File: src/rtl/pwm_gen_pkg.sv
package pwm_gen_pkg;
  localparam int ADDR_W = 3;
  // register offsets
  localparam logic [ADDR_W-1:0] OFS_CTRL   = 3'd0;
  localparam logic [ADDR_W-1:0] OFS_DUTY_H = 3'd1;
  localparam logic [ADDR_W-1:0] OFS_DUTY_L = 3'd2;
  localparam logic [ADDR_W-1:0] OFS_CYC_H  = 3'd3;
  localparam logic [ADDR_W-1:0] OFS_CYC_L  = 3'd4;
  localparam logic [ADDR_W-1:0] OFS_CNT_H  = 3'd5;
  localparam logic [ADDR_W-1:0] OFS_CNT_L  = 3'd6;
  // control bit positions
  localparam int CB_EN    = 0;
  localparam int CB_IE    = 1;
  localparam int CB_PS_LO = 2;

  // terminal count of the divider for a given select value
  function automatic int unsigned div_terminal(input int unsigned sel);
    return (32'd1 << sel) - 32'd1;
  endfunction
endpackage

File: src/rtl/pwm_prescaler.sv
module pwm_prescaler import pwm_gen_pkg::*; #(
  parameter int PS_W = 2,
  localparam int DIV_W = (2 ** PS_W) - 1
) (
  input  logic            clk,
  input  logic            rst_n,
  input  logic            en,
  input  logic [PS_W-1:0] ps,
  output logic            tick
);
  logic [DIV_W-1:0] div_q;
  logic [DIV_W-1:0] div_lim;

  assign div_lim = DIV_W'(div_terminal(32'(ps)));
  assign tick    = en && (div_q >= div_lim);

  always_ff @(posedge clk or negedge rst_n) begin
    if (!rst_n)             div_q <= '0;
    else if (!en || tick)   div_q <= '0;
    else                    div_q <= div_q + 1'b1;
  end

  // with a divide above 1, two ticks never fall on adjacent clocks
  p_tick_gap_r3: assert property (@(posedge clk) disable iff (!rst_n)
    (tick && ps != '0) |=> (!tick || ps == '0));
endmodule

File: src/rtl/pwm_core.sv
module pwm_core #(
  parameter int CNT_W = 16
) (
  input  logic             clk,
  input  logic             rst_n,
  input  logic             en,
  input  logic             tick,
  input  logic [CNT_W-1:0] duty_prog,
  input  logic [CNT_W-1:0] cyc_prog,
  output logic [CNT_W-1:0] cnt,
  output logic             wrap,
  output logic             pwm
);
  localparam logic [CNT_W-1:0] ALL_ONES = '1;

  logic [CNT_W-1:0] cnt_q, duty_a, cyc_a;

  function automatic logic level_of(input logic [CNT_W-1:0] c,
                                    input logic [CNT_W-1:0] d,
                                    input logic [CNT_W-1:0] p);
    if (d == '0)       return 1'b0;
    if (d == ALL_ONES) return 1'b1;
    if (p <= d)        return 1'b1;
    return c < d;
  endfunction

  assign wrap = tick && (cnt_q == cyc_a);
  assign cnt  = cnt_q;
  assign pwm  = en && level_of(cnt_q, duty_a, cyc_a);

  always_ff @(posedge clk or negedge rst_n) begin
    if (!rst_n) begin
      cnt_q  <= '0;
      duty_a <= '0;
      cyc_a  <= '0;
    end else if (!en || wrap) begin
      cnt_q  <= '0;
      duty_a <= duty_prog;
      cyc_a  <= cyc_prog;
    end else if (tick) begin
      cnt_q  <= cnt_q + 1'b1;
    end
  end

  // counter never passes the working cycle value
  p_cnt_bound_r2: assert property (@(posedge clk) disable iff (!rst_n)
    en |-> cnt_q <= cyc_a);
  // a restart brings the counter back to zero
  p_restart_r2: assert property (@(posedge clk) disable iff (!rst_n)
    wrap |=> cnt_q == '0);
  // output is high right after a restart unless duty is zero or disabled
  p_high_start_r4: assert property (@(posedge clk) disable iff (!rst_n)
    wrap |=> (pwm || !en || duty_a == '0));
  // working copies only change at a restart or while disabled
  p_shadow_hold_r8: assert property (@(posedge clk) disable iff (!rst_n)
    (en && !wrap) |=> ($stable(duty_a) && $stable(cyc_a)));
  // disabled holds the counter at zero
  p_disabled_r9: assert property (@(posedge clk) disable iff (!rst_n)
    !en |=> cnt_q == '0);
endmodule

File: src/rtl/pwm_regs.sv
module pwm_regs import pwm_gen_pkg::*; #(
  parameter int DATA_W = 8,
  parameter int PS_W   = 2,
  localparam int CNT_W = 2 * DATA_W,
  localparam int CB_PEND = DATA_W - 1
) (
  input  logic              clk,
  input  logic              rst_n,
  input  logic              wr,
  input  logic [ADDR_W-1:0] addr,
  input  logic [DATA_W-1:0] wdata,
  input  logic              wrap,
  input  logic [CNT_W-1:0]  cnt,
  output logic [DATA_W-1:0] rdata,
  output logic              en,
  output logic              ie,
  output logic [PS_W-1:0]   ps,
  output logic [CNT_W-1:0]  duty,
  output logic [CNT_W-1:0]  cyc,
  output logic              irq
);
  logic pend_q;
  logic ctrl_wr;
  logic unused_wbits;

  assign ctrl_wr      = wr && (addr == OFS_CTRL);
  assign unused_wbits = ^wdata[CB_PEND-1:CB_PS_LO+PS_W];
  assign irq          = pend_q && ie;

  always_ff @(posedge clk or negedge rst_n) begin
    if (!rst_n) begin
      en   <= 1'b0;
      ie   <= 1'b0;
      ps   <= '0;
      duty <= '0;
      cyc  <= '0;
    end else if (wr) begin
      case (addr)
        OFS_CTRL: begin
          en <= wdata[CB_EN];
          ie <= wdata[CB_IE];
          ps <= wdata[CB_PS_LO +: PS_W];
        end
        OFS_DUTY_H: duty[DATA_W +: DATA_W] <= wdata;
        OFS_DUTY_L: duty[0 +: DATA_W]      <= wdata;
        OFS_CYC_H:  cyc[DATA_W +: DATA_W]  <= wdata;
        OFS_CYC_L:  cyc[0 +: DATA_W]       <= wdata;
        default: ;
      endcase
    end
  end

  always_ff @(posedge clk or negedge rst_n) begin
    if (!rst_n)                         pend_q <= 1'b0;
    else if (wrap)                      pend_q <= 1'b1;
    else if (ctrl_wr && wdata[CB_PEND]) pend_q <= 1'b0;
  end

  always_comb begin
    rdata = '0;
    case (addr)
      OFS_CTRL: begin
        rdata[CB_EN]               = en;
        rdata[CB_IE]               = ie;
        rdata[CB_PS_LO +: PS_W]    = ps;
        rdata[CB_PEND]             = pend_q;
      end
      OFS_DUTY_H: rdata = duty[DATA_W +: DATA_W];
      OFS_DUTY_L: rdata = duty[0 +: DATA_W];
      OFS_CYC_H:  rdata = cyc[DATA_W +: DATA_W];
      OFS_CYC_L:  rdata = cyc[0 +: DATA_W];
      OFS_CNT_H:  rdata = cnt[DATA_W +: DATA_W];
      OFS_CNT_L:  rdata = cnt[0 +: DATA_W];
      default:    rdata = '0;
    endcase
  end

  // a restart always leaves the pending flag set
  p_pend_set_r10: assert property (@(posedge clk) disable iff (!rst_n)
    wrap |=> pend_q);
  // a write of zero to the flag bit never clears it
  p_pend_keep_r10: assert property (@(posedge clk) disable iff (!rst_n)
    (pend_q && !(ctrl_wr && wdata[CB_PEND])) |=> pend_q);
  // no request without the interrupt enable
  p_irq_gate_r11: assert property (@(posedge clk) disable iff (!rst_n)
    irq |-> ie);
endmodule

File: src/rtl/pwm_period_duty.sv
module pwm_period_duty import pwm_gen_pkg::*; #(
  parameter int DATA_W = 8,
  parameter int PS_W   = 2,
  localparam int CNT_W = 2 * DATA_W
) (
  input  logic              clk,
  input  logic              rst_n,
  input  logic              bus_wr,
  input  logic [ADDR_W-1:0] bus_addr,
  input  logic [DATA_W-1:0] bus_wdata,
  output logic [DATA_W-1:0] bus_rdata,
  output logic              pwm_out,
  output logic              irq
);
  logic             en, ie, tick, wrap;
  logic [PS_W-1:0]  ps;
  logic [CNT_W-1:0] duty, cyc, cnt;

  pwm_regs #(.DATA_W(DATA_W), .PS_W(PS_W)) u_regs (
    .clk(clk), .rst_n(rst_n), .wr(bus_wr), .addr(bus_addr), .wdata(bus_wdata),
    .wrap(wrap), .cnt(cnt), .rdata(bus_rdata), .en(en), .ie(ie), .ps(ps),
    .duty(duty), .cyc(cyc), .irq(irq)
  );

  pwm_prescaler #(.PS_W(PS_W)) u_div (
    .clk(clk), .rst_n(rst_n), .en(en), .ps(ps), .tick(tick)
  );

  pwm_core #(.CNT_W(CNT_W)) u_core (
    .clk(clk), .rst_n(rst_n), .en(en), .tick(tick), .duty_prog(duty),
    .cyc_prog(cyc), .cnt(cnt), .wrap(wrap), .pwm(pwm_out)
  );

  // outputs quiet on the first cycle after reset release
  p_reset_quiet_r1: assert property (@(posedge clk) disable iff (!rst_n)
    $rose(rst_n) |-> (!pwm_out && !irq));
endmodule

File: config.mk
export PLATFORM = sky130hd
export DESIGN_NAME = pwm_period_duty
export DESIGN_NICKNAME = d
export VERILOG_FILES = /design/src/rtl/pwm_gen_pkg.sv /design/src/rtl/pwm_prescaler.sv /design/src/rtl/pwm_core.sv /design/src/rtl/pwm_regs.sv /design/src/rtl/pwm_period_duty.sv
export SDC_FILE = /design/constraint.sdc
export NUM_CORES = 1
export LEC_CHECK = 0
export ABC_AREA = 1
export CAP_MARGIN = 5
export CORE_ASPECT_RATIO = 1.75
export CORE_MARGIN = 3
export CORE_UTILIZATION = 50
export CTS_CLUSTER_SIZE = 25
export DETAILED_ROUTE_END_ITERATION = 10
export DONT_BUFFER_PORTS = 1
export PLACE_DENSITY = 0.72
export SLEW_MARGIN = 40
export SYNTH_ARGS = -nofsm -noshare
export SYNTH_HDL_FRONTEND = slang
export SYNTH_HIERARCHICAL = 1
export SYNTH_SLANG_ARGS = --single-unit
File: constraint.sdc
create_clock -name clk -period 2.2 [get_ports clk]
set_input_delay 0.33 -clock clk [delete_from_list [all_inputs] [get_ports clk]]
set_output_delay 0.33 -clock clk [all_outputs]
set_load 0.02 [all_outputs]
==> results of run 1 <==
## placed cells by master, fill, tap and decap left out, types with 9 or more instances in the layout
cell type / n
buf_4: 37
nand2_2: 27
o21ai_0: 12
xor2_1: 11
inv_2: 16
nand3_1: 70
o21ai_2: 16
nand4_1: 34
clkbuf_16: 13
dfrtp_1: 80
ha_4: 12
nand2_4: 9
inv_1: 57
nand2_1: 183
a21oi_1: 10
nor2_2: 10
nor2_1: 61
ha_1: 24
## how the worst min path moves through the flow
stage                     startpoint        endpoint  slack, ns  depth (start not counted)
after floorplan                rst_n   u_core/cnt[0]       0.03                          0
after global placement         rst_n  u_div/div_q[1]       0.04                          0
after detailed placement       rst_n  u_div/div_q[0]       0.04                          0
after CTS                      rst_n  u_div/div_q[0]      -0.33                          0
after global routing           rst_n  u_div/div_q[1]      -0.34                          0
final                          rst_n  u_div/div_q[1]      -0.32                          0
## layout make-up
type	count	area [um^2]	area share
Clock inverter	6	75.1	0.0111
Timing Repair Buffer	46	455	0.0672
Multi-Input combinational cell	544	3360	0.495
Sequential cell	88	2210	0.326
Clock buffer	10	229	0.0338
Inverter	75	287	0.0423
Tap cell	130	163	0.0240
## through the flow
step	TNS [ns]	instances	total power, W	hold slack (ns)
after global routing	-9.31	899	0.00653	-0.338
after global placement	-2.36	862	0.00391	0.0366
final	-4.90	899	0.00619	-0.323
after floorplan	0	733	0.00345	0.0344
after detailed placement	-6.88	862	0.00400	0.0369
after CTS	-3.25	886	0.00579	-0.330
## sequential cells by signal (all words and copies together) (netlist names)
register and cells:
u_core/cyc_a 16, u_core/cnt 16, u_regs/ie 1, u_regs/en 1, u_regs/ps 2, u_regs/pend_q 1
u_div/div_q 3, u_core/duty_a 16, u_regs/duty 16, u_regs/cyc 16
## power by group
group	leakage, nW	internal [W]	switching, W	total [W]
Combinational	2.05	0.000969	0.00133	0.00229
Clock	0.146	0.000899	0.000664	0.00156
Sequential	1.11	0.00194	0.000391	0.00233
## repair_timing
| item | in CTS | in global routing |
|---|---|---|
| setup endpoints to repair | 50 | 50 |
| gates cloned | 0 | 4 |
| endpoints found under the hold margin | 88 | 88 |
| buffers inserted | 8 | 9 |
| gates resized for setup | 27 | 77 |
| pin swaps | 7 | 15 |
## routing by layer
layer	global-route usage	up-vias
met2	0.462	272
met4	0.174	0
met5	0	-
li1	-	2467
met3	0.0412	77
met1	0.308	2570
## cells by family after synthesis
kind of cell,share of synthesized area
and+or+nand+nor,0.347
buffers and inverters,0.0832
DFF,0.391
AOI/OAI and AO/OA,0.0703
adders and majority gates,0.0801
xor gates and xnor gates,0.0280
## worst max-delay path, stage by stage (launching register included)
cell and delay (ns):
dfrtp_1 0.38, or2_4 0.26, ha_4 0.26, inv_2 0.03, nand2_2 0.05, nand2_2 0.07
a21boi_4 0.17, inv_2 0.05, nor2_1 0.08, nand4_1 0.11, nor2_2 0.17, nand3_4 0.16
nand2_8 0.16, clkbuf_16 0.20, nand2_1 0.06, nand2_1 0.08
==> results.cfg, run 1 <==
[synthesis]
yosysUniqueCellTypes = 38
synthesis.nets = 783
syn_area_mm2 = 0.00563
synth.ff_latch_count = 88
synth_common_cells = 214 x nand2_1, 88 x dfrtp_1, 72 x nand3_1, 72 x nor2_1, 68 x inv_1
synth_flop_cell = dfrtp_1
synth.most_common_cell = nand2_1
yosys.area.top_type_share = 0.391
async_flop_share = 1.00
synth_edf_count = 0
synth_area_leader_cell = dfrtp_1
netlist_instances = 733
avgSynthCellArea_um2 = 7.67
synthTopCellsByArea = dfrtp_1 39%, nand2_1 14%, ha_1 8.0%, nand3_1 6.4%, nor2_1 4.8%
yosys_warnings = 6
ys_seq_area_frac = 0.391

[cts]
insertion_delay_ns = 0.34
clockBufferDepth = 2
cts_tree = built
root_buffer = clkbuf_16
cts-htree-levels = 3
cts.sinks = 88
cts_buffers = 9
cts.clk_slew.worst_paths_ns = 0.07

[global_routing]
grt_use_total = 0.271
antenna_found_initial = 0
first_global_vias = 5131
grt_max_degree = 89
grt-ovfl-total = 0
grt_first_pass_wirelength_mm = 26.3

[timing]
drv_slew = 0
whs_ns = -0.323
slew_headroom = 0.684
tightest_slew_ns = 0.475
hold_viol = 88
skew_ns = 0.00853
setup_slack_ns = -0.164
fmax_mhz = 423
rsz0062_at_grt = true
finalCritPeriodShare = 1.07
setup_violations = 49
fin_crit_ns = 2.36

[placement]
port_buffers = 0
place_ws_ns = -0.174
place_area_mm2 = 0.00582
post-dp-hpwl_mm = 12.3
gp_congestion = 1.01

[drt]
routed_wl_mm = 17.9
met1_length_mm = 6.18
drtAntennaViolNets = 0
met2_wirelength_mm = 9.25
viasPerCell = 5.99
highest_layer = met4
drt-wirelength-per-cell_um = 19.9
drtIter0Drc = 594
remaining_drc_errors = 0
routed-wl-met3_mm = 1.11
vias = 5386
drtPass1Iterations = 7

[layout]
drive_above_1_share = 0.247
utilization = 0.626
post-route-cell-area_mm2 = 0.00678
final_nets = 814
fillers = 929
area_delta_synth_final_pct = 20.5
diodes = 0

[flow_run]
maxCapViolations = 0

[floorplanning]
start_util = 0.520
die_h_um = 146
coreArea_mm2 = 0.0108
dieArea_mm2 = 0.0126
rows = 50
fp.dieW_um = 86.2
io_pins = 24

[worst_setup_path]
critical_path.max_fanout = 8
worst_setup_path_end_kind = flip-flop
arrival_ns = 2.64
cp-endpoint = u_core/cyc_a[0]
worstSetupPathType = reg -> reg
r2r_end = u_core/cyc_a[0]
crit_required_ns = 2.47
ff2ff_setup_slack_ns = -0.16
r2r-start = u_regs/ps[0]
cp-start-kind = flip-flop
critical_path.startpoint = u_regs/ps[0]
reg2regPathDepth = 15

[run_status]
violations = negative hold slack, negative setup slack
status = complete, but fails checks

[min_path]
hp-class = in -> async

[power]
power.density_mw_per_mm2 = 913
peakVddDrop_mv = 0.625
power.leakage_nw = 3.30
Power figures use the tool's default switching activity.
==> run 2: changes to the inputs <==
--- a/config.mk
+++ b/config.mk
@@ -13,6 +13,7 @@
 export CTS_CLUSTER_SIZE = 25
 export DETAILED_ROUTE_END_ITERATION = 10
 export DONT_BUFFER_PORTS = 1
+export MAX_ROUTING_LAYER = met4
 export PLACE_DENSITY = 0.72
 export SLEW_MARGIN = 40
 export SYNTH_ARGS = -nofsm -noshare
==> run 2 against run 1 <==
The flow still finishes with violations (negative hold slack, negative setup slack). Non-clock buffer count unchanged. Register-to-register slack better by 0.11 ns. Clock skew down 0.0036 ns. Die area unchanged. Critical path type unchanged. Largest cell class unchanged.
==> results.cfg, run 2 (same netlist as run 1, synthesis figures left out) <==
[timing]
skew_ns = 0.00489
rsz0062_at_grt = true
whs_ns = -0.319
fmax_mhz = 443
finalCritPeriodShare = 1.02
drv_slew = 0
fin_tns_setup_ns = -0.975
slew_headroom = 0.696
hold_viol = 88
setup_violations = 41
fin_crit_ns = 2.25
setup_slack_ns = -0.0549
tightest_slew_ns = 0.457

[drt]
met2_wirelength_mm = 8.79
routed_wl_mm = 16.9
vias = 5241
routed-wl-met3_um = 871
viasPerCell = 5.84
drt-wirelength-per-cell_um = 18.8
met1_length_mm = 6.17
drtPass1Iterations = 5
drtIter0Drc = 473
drtAntennaViolNets = 0
highest_layer = met4
remaining_drc_errors = 0

[cts]
cts_tree = built
cts_buffers = 9
insertion_delay_ns = 0.34
cts.clk_slew.worst_paths_ns = 0.06
clockBufferDepth = 2
cts.sinks = 88
cts-htree-levels = 3
root_buffer = clkbuf_16

[worst_setup_path]
slowest_stage = dfrtp_1
critical_path.max_fanout = 24
crit_buf_inv = 3
critPathMaxStageDelay_ns = 0.38
crit_required_ns = 2.47
crit_chain = or2_4 > ha_4 > inv_2 > nand2_2 > nand2_2 > a21boi_4 > inv_2 > nor2_1 > nand4_1 > nor2_2 > nand3_4 > nand2_4 > buf_12 > nand2_1 > nand2_1
arrival_ns = 2.53
crit_family = simple AND/OR/NAND/NOR gates
cp-start-kind = flip-flop
worst_setup_path_end_kind = flip-flop
worstSetupPathType = reg -> reg

[layout]
diodes = 0
seq_area_mm2 = 0.00221
multi_input_area_mm2 = 0.00314
final_cell_mix = 209 x nand2_1, 81 x dfrtp_1, 70 x nand3_1
stdcell_count = 897
drive_above_1_share = 0.192
fillers = 955
area_delta_synth_final_pct = 15.3
final_nets = 814
layout_commonest_cell = nand2_1

[flow_run]
maxCapViolations = 0

[floorplanning]
start_util = 0.520
dieArea_mm2 = 0.0126
coreArea_mm2 = 0.0108
fp.dieW_um = 86.2
io_pins = 24
rows = 50
die_h_um = 146

[placement]
post-dp-hpwl_mm = 12.2
gp_congestion = 0.982
placedCellCount = 866
place_ws_ns = -0.138
port_buffers = 0

[power]
peakVddDrop_mv = 0.594
power.leakage_nw = 3.23
power.density_mw_per_mm2 = 909

[min_path]
hp-class = in -> async

[run_status]
status = complete, but fails checks
violations = negative hold slack, negative setup slack

[global_routing]
grt_first_pass_wirelength_mm = 26.8
grt_use_total = 0.284
first_global_vias = 5042
grt-ovfl-total = 0
antenna_found_initial = 0
grt_max_degree = 89
==> run 2: cell count changes in the layout (fill, tap and decap cells not counted), moves of 2 or more <==
| cell | before | now |
|---|---|---|
| nor2_2 | 10 | 6 |
| buf_4 | 37 | 42 |
| nand2_2 | 27 | 9 |
| clkbuf_16 | 13 | 9 |
| ha_4 | 12 | 7 |
| nand2_1 | 183 | 209 |
| nor2_1 | 61 | 67 |
| nor2_4 | 3 | 1 |
| ha_1 | 24 | 29 |
| inv_1 | 57 | 60 |
| inv_2 | 16 | 13 |
| nand2_4 | 9 | 2 |
==> run 2: final timing paths <==
| path | cells after the start | end | slack (ns) | from |
|---|---|---|---|---|
| worst min register to register | 1 | u_div/div_q[0] | 0.49 | u_div/div_q[0] |
| min in group clk | 2 | u_regs/duty[13] | 0.23 | bus_wdata[5] |
| worst max-delay path | 15 | u_core/cyc_a[12] | -0.05 | u_regs/ps[0] |
| worst max register to register | 15 | u_core/cyc_a[12] | -0.05 | u_regs/ps[0] |
| worst min-delay path | 0 | u_div/div_q[0] | -0.32 | rst_n |
| max in group asynchronous | 0 | u_regs/cyc[5] | 2.38 | rst_n |
==> run 2: area by class of cell <==
type,instances,share of cell area
inverter,75,0.0442
clock inverter,4,0.00849
timing repair buffer,46,0.0596
tap,130,0.0251
clock buffer,10,0.0369
multi-input combinational,544,0.485
sequential,88,0.341
==> run 2: layer usage <==
layer	track usage	vias up
li1	-	2461
met2	0.480	236
met1	0.321	2485
met4	0.149	0
met5	-	-
met3	0.0407	59
==> run 2: through the flow <==
step	instance area, um^2	power [W]	util
after floorplan	5630	0.00345	-
after global placement	5860	0.00391	0.542
after detailed placement	5860	0.00399	0.542
after CTS	6410	0.00581	0.592
after global routing	6480	0.00623	0.599
final	6480	0.00590	0.599
==> run 2: timing repair <==
item	CTS	global route
endpoints found under the hold margin	88	88
cloned	0	0
setup buffers	14	3
gates resized for setup	32	16
setup endpoints to repair	50	50
pin swaps	8	5
==> run 2: where the power goes <==
part	internal [W]	total [W]	switching, W
registers	0.00194	0.00230	0.000363
logic	0.000848	0.00205	0.00120
clock network	0.000905	0.00155	0.000645
total	0.00369	0.00590	0.00221
==> run 3: changes to the inputs <==
--- a/config.mk
+++ b/config.mk
@@ -5,16 +5,18 @@
 export SDC_FILE = /design/constraint.sdc
 export NUM_CORES = 1
 export LEC_CHECK = 0
-export ABC_AREA = 1
 export CAP_MARGIN = 5
+export CELL_PAD_IN_SITES_DETAIL_PLACEMENT = 2
+export CELL_PAD_IN_SITES_GLOBAL_PLACEMENT = 2
 export CORE_ASPECT_RATIO = 1.75
 export CORE_MARGIN = 3
-export CORE_UTILIZATION = 50
+export CORE_UTILIZATION = 39
+export CTS_BUF_LIST = sky130_fd_sc_hd__clkbuf_16
 export CTS_CLUSTER_SIZE = 25
 export DETAILED_ROUTE_END_ITERATION = 10
 export DONT_BUFFER_PORTS = 1
 export MAX_ROUTING_LAYER = met4
-export PLACE_DENSITY = 0.72
+export PLACE_DENSITY = 0.79
 export SLEW_MARGIN = 40
 export SYNTH_ARGS = -nofsm -noshare
 export SYNTH_HDL_FRONTEND = slang
==> run 3 against run 2 <==
The flow still finishes with violations (negative hold slack, negative setup slack). Clock skew up 0.012 ns. Synthesized cell count decreased by 40%. Design area up 6.5%. Routed wire length grew 60%. Critical path depth fell by 8. Largest power group is now combinational cells.
==> results.cfg, run 3 <==
[synthesis]
yosysUniqueCellTypes = 48
synthTopCellsByArea = dfrtp_1 44%, mux2_2 17%, ha_1 8.9%, xnor2_1 2.8%, xor2_1 2.8%
ys_seq_area_frac = 0.435
synth.most_common_cell = dfrtp_1
synth_edf_count = 0
avgSynthCellArea_um2 = 11.5
synth_area_leader_cell = dfrtp_1
netlist_instances = 439
yosys.area.top_type_share = 0.435
synth_flop_cell = dfrtp_1
async_flop_share = 1.00
synth.ff_latch_count = 88
synthesis.nets = 489
syn_area_mm2 = 0.00506
yosys_warnings = 6
synth_common_cells = 88 x dfrtp_1, 77 x mux2_2, 36 x ha_1, 28 x nor2_1, 23 x inv_1

[layout]
stdcell_count = 705
final_cell_mix = 85 x buf_4, 84 x dfrtp_1, 46 x mux2_2
utilization = 0.549
layout_commonest_cell = buf_4
final_nets = 582
area_delta_synth_final_pct = 36.4
diodes = 0
drive_above_1_share = 0.505

[power]
power.leakage_nw = 3.18
peakVddDrop_mv = 0.942
total_power_w = 0.00852
power.density_mw_per_mm2 = 1230

[cts]
clockBufferDepth = 2
insertion_delay_ns = 0.38
cts.clk_slew.worst_paths_ns = 0.08
cts-htree-levels = 3
root_buffer = clkbuf_16
cts_buffers = 9
cts_tree = built
cts.sinks = 88

[run_status]
violations = negative hold slack, negative setup slack
status = complete, but fails checks

[drt]
drtIter0Drc = 397
vias = 4562
drtAntennaViolNets = 0
routed_wl_mm = 27.1
viasPerCell = 6.47
drtPass1Iterations = 4
remaining_drc_errors = 0
drt-wirelength-per-cell_um = 38.4

[floorplanning]
die_h_um = 157
io_pins = 24
fp.dieW_um = 92.1
dieArea_mm2 = 0.0144
coreArea_mm2 = 0.0126
start_util = 0.403
rows = 54

[worst_setup_path]
r2r-start = u_regs/ps[0]
worst_setup_path_end_kind = output port
arrival_ns = 2.44
ff2ff_setup_slack_ns = -0.55
crit_required_ns = 1.87
reg2regPathDepth = 10
worstSetupPathType = reg -> out
cp-start-kind = flip-flop
r2r_end = u_core/cnt[11]
critical_path.max_fanout = 2

[global_routing]
grt-ovfl-total = 0
grt_max_degree = 89
antenna_found_initial = 0
first_global_vias = 5320
grt_use_total = 0.375
grt_first_pass_wirelength_mm = 36.9

[placement]
gp_congestion = 0.861
port_buffers = 0
post-dp-hpwl_mm = 13.1
placedCellCount = 657

[timing]
hold_viol = 88
setup_violations = 52
finalCritPeriodShare = 1.26
fmax_mhz = 361
fin_crit_ns = 2.77
skew_ns = 0.0174
drv_slew = 0
tightest_slew_ns = 0.630
fin_tns_setup_ns = -15.48
rsz0062_at_grt = true
setup_slack_ns = -0.572
slew_headroom = 0.579
whs_ns = -0.360

[min_path]
hp-class = in -> async

[flow_run]
maxCapViolations = 0
[run 3: changes by cell type after synthesis, moves of 8 or more]
| cell | before | now |
|---|---|---|
| o21ai_2 | 16 | 0 |
| inv_1 | 68 | 23 |
| nand3_1 | 72 | 8 |
| mux2i_1 | 0 | 8 |
| o21a_1 | 8 | 0 |
| nand4_1 | 34 | 14 |
| a221oi_1 | 0 | 10 |
| nor3_1 | 15 | 2 |
| mux2_2 | 0 | 77 |
| nor2_1 | 72 | 28 |
| nand2_1 | 214 | 20 |
| xnor2_1 | 7 | 16 |
[run 3: cells by family (layout without fill, tap and decap cells)]
| family | count (synthesis) | after routing | share of synthesized area |
|---|---|---|---|
| adders and majority gates | 36 | 36 | 0.0890 |
| AOI/OAI and AO/OA | 53 | 53 | 0.0764 |
| DFF | 88 | 88 | 0.435 |
| muxes | 88 | 88 | 0.194 |
| buffers and inverters | 40 | 138 | 0.0388 |
| and+or+nand+nor | 102 | 102 | 0.111 |
| xor gates and xnor gates | 32 | 32 | 0.0554 |
[run 3: worst max-delay path, cell delays in order (launching register included)]
cell and delay (ns):
dfrtp_1 0.46, inv_1 0.13, ha_1 0.37, nand4_1 0.20, nor3_2 0.10, a2111o_1 0.41, a31oi_2 0.22, buf_4 0.18
[run 3: through the flow]
step                worst slack, ns  cell area [um^2]
finish                       -0.572              6910
global route                 -0.625              6910
CTS                          -0.332              6700
detailed placement           -0.275              5700
global placement             -0.185              5700
floorplan                    -0.171              5100
[run 3: cell type report]
class                      count  area, um^2
fill                        1190        5660
sequential                    88        2210
inverter                      24        90.1
timing repair buffer          98         865
multi-input combinational    311        3210
clock buffer                   9         225
tap                          168         210
clock inverter                 7         101
[run 3: how the worst max path moves through the flow]
stage / start / to / slack, ns
4_1_cts: u_core/duty_a[11] / pwm_out / -0.33
3_3_place_gp: u_regs/ps[0] / u_core/cnt[11] / -0.19
6_report: u_core/duty_a[10] / pwm_out / -0.57
3_5_place_dp: u_regs/ps[0] / u_core/cnt[13] / -0.28
2_1_floorplan: u_regs/ps[0] / u_core/cnt[11] / -0.17
5_1_grt: u_core/cnt[6] / pwm_out / -0.63
[run 3: power breakdown]
group          internal [W]  switching (W)  leakage (nW)
Sequential          0.00203       0.000581          1.09
Combinational       0.00195        0.00213          1.93
Clock               0.00101       0.000818         0.160
Total               0.00499        0.00353          3.18
[run 3: repair_timing]
item,in CTS,in global routing
resized for setup,101,37
pin swaps,20,14
gates cloned,4,0
setup endpoints to repair,48,54
buffers inserted,22,14
hold endpoints to repair,88,88
[run 3: metal layers]
metal,vias up,track usage,part of all wire
met5,-,-,0
met4,0,0.271,0.091
met1,2355,0.380,0.36
met2,268,0.634,0.50
li1,1776,-,-
met3,163,0.0818,0.052
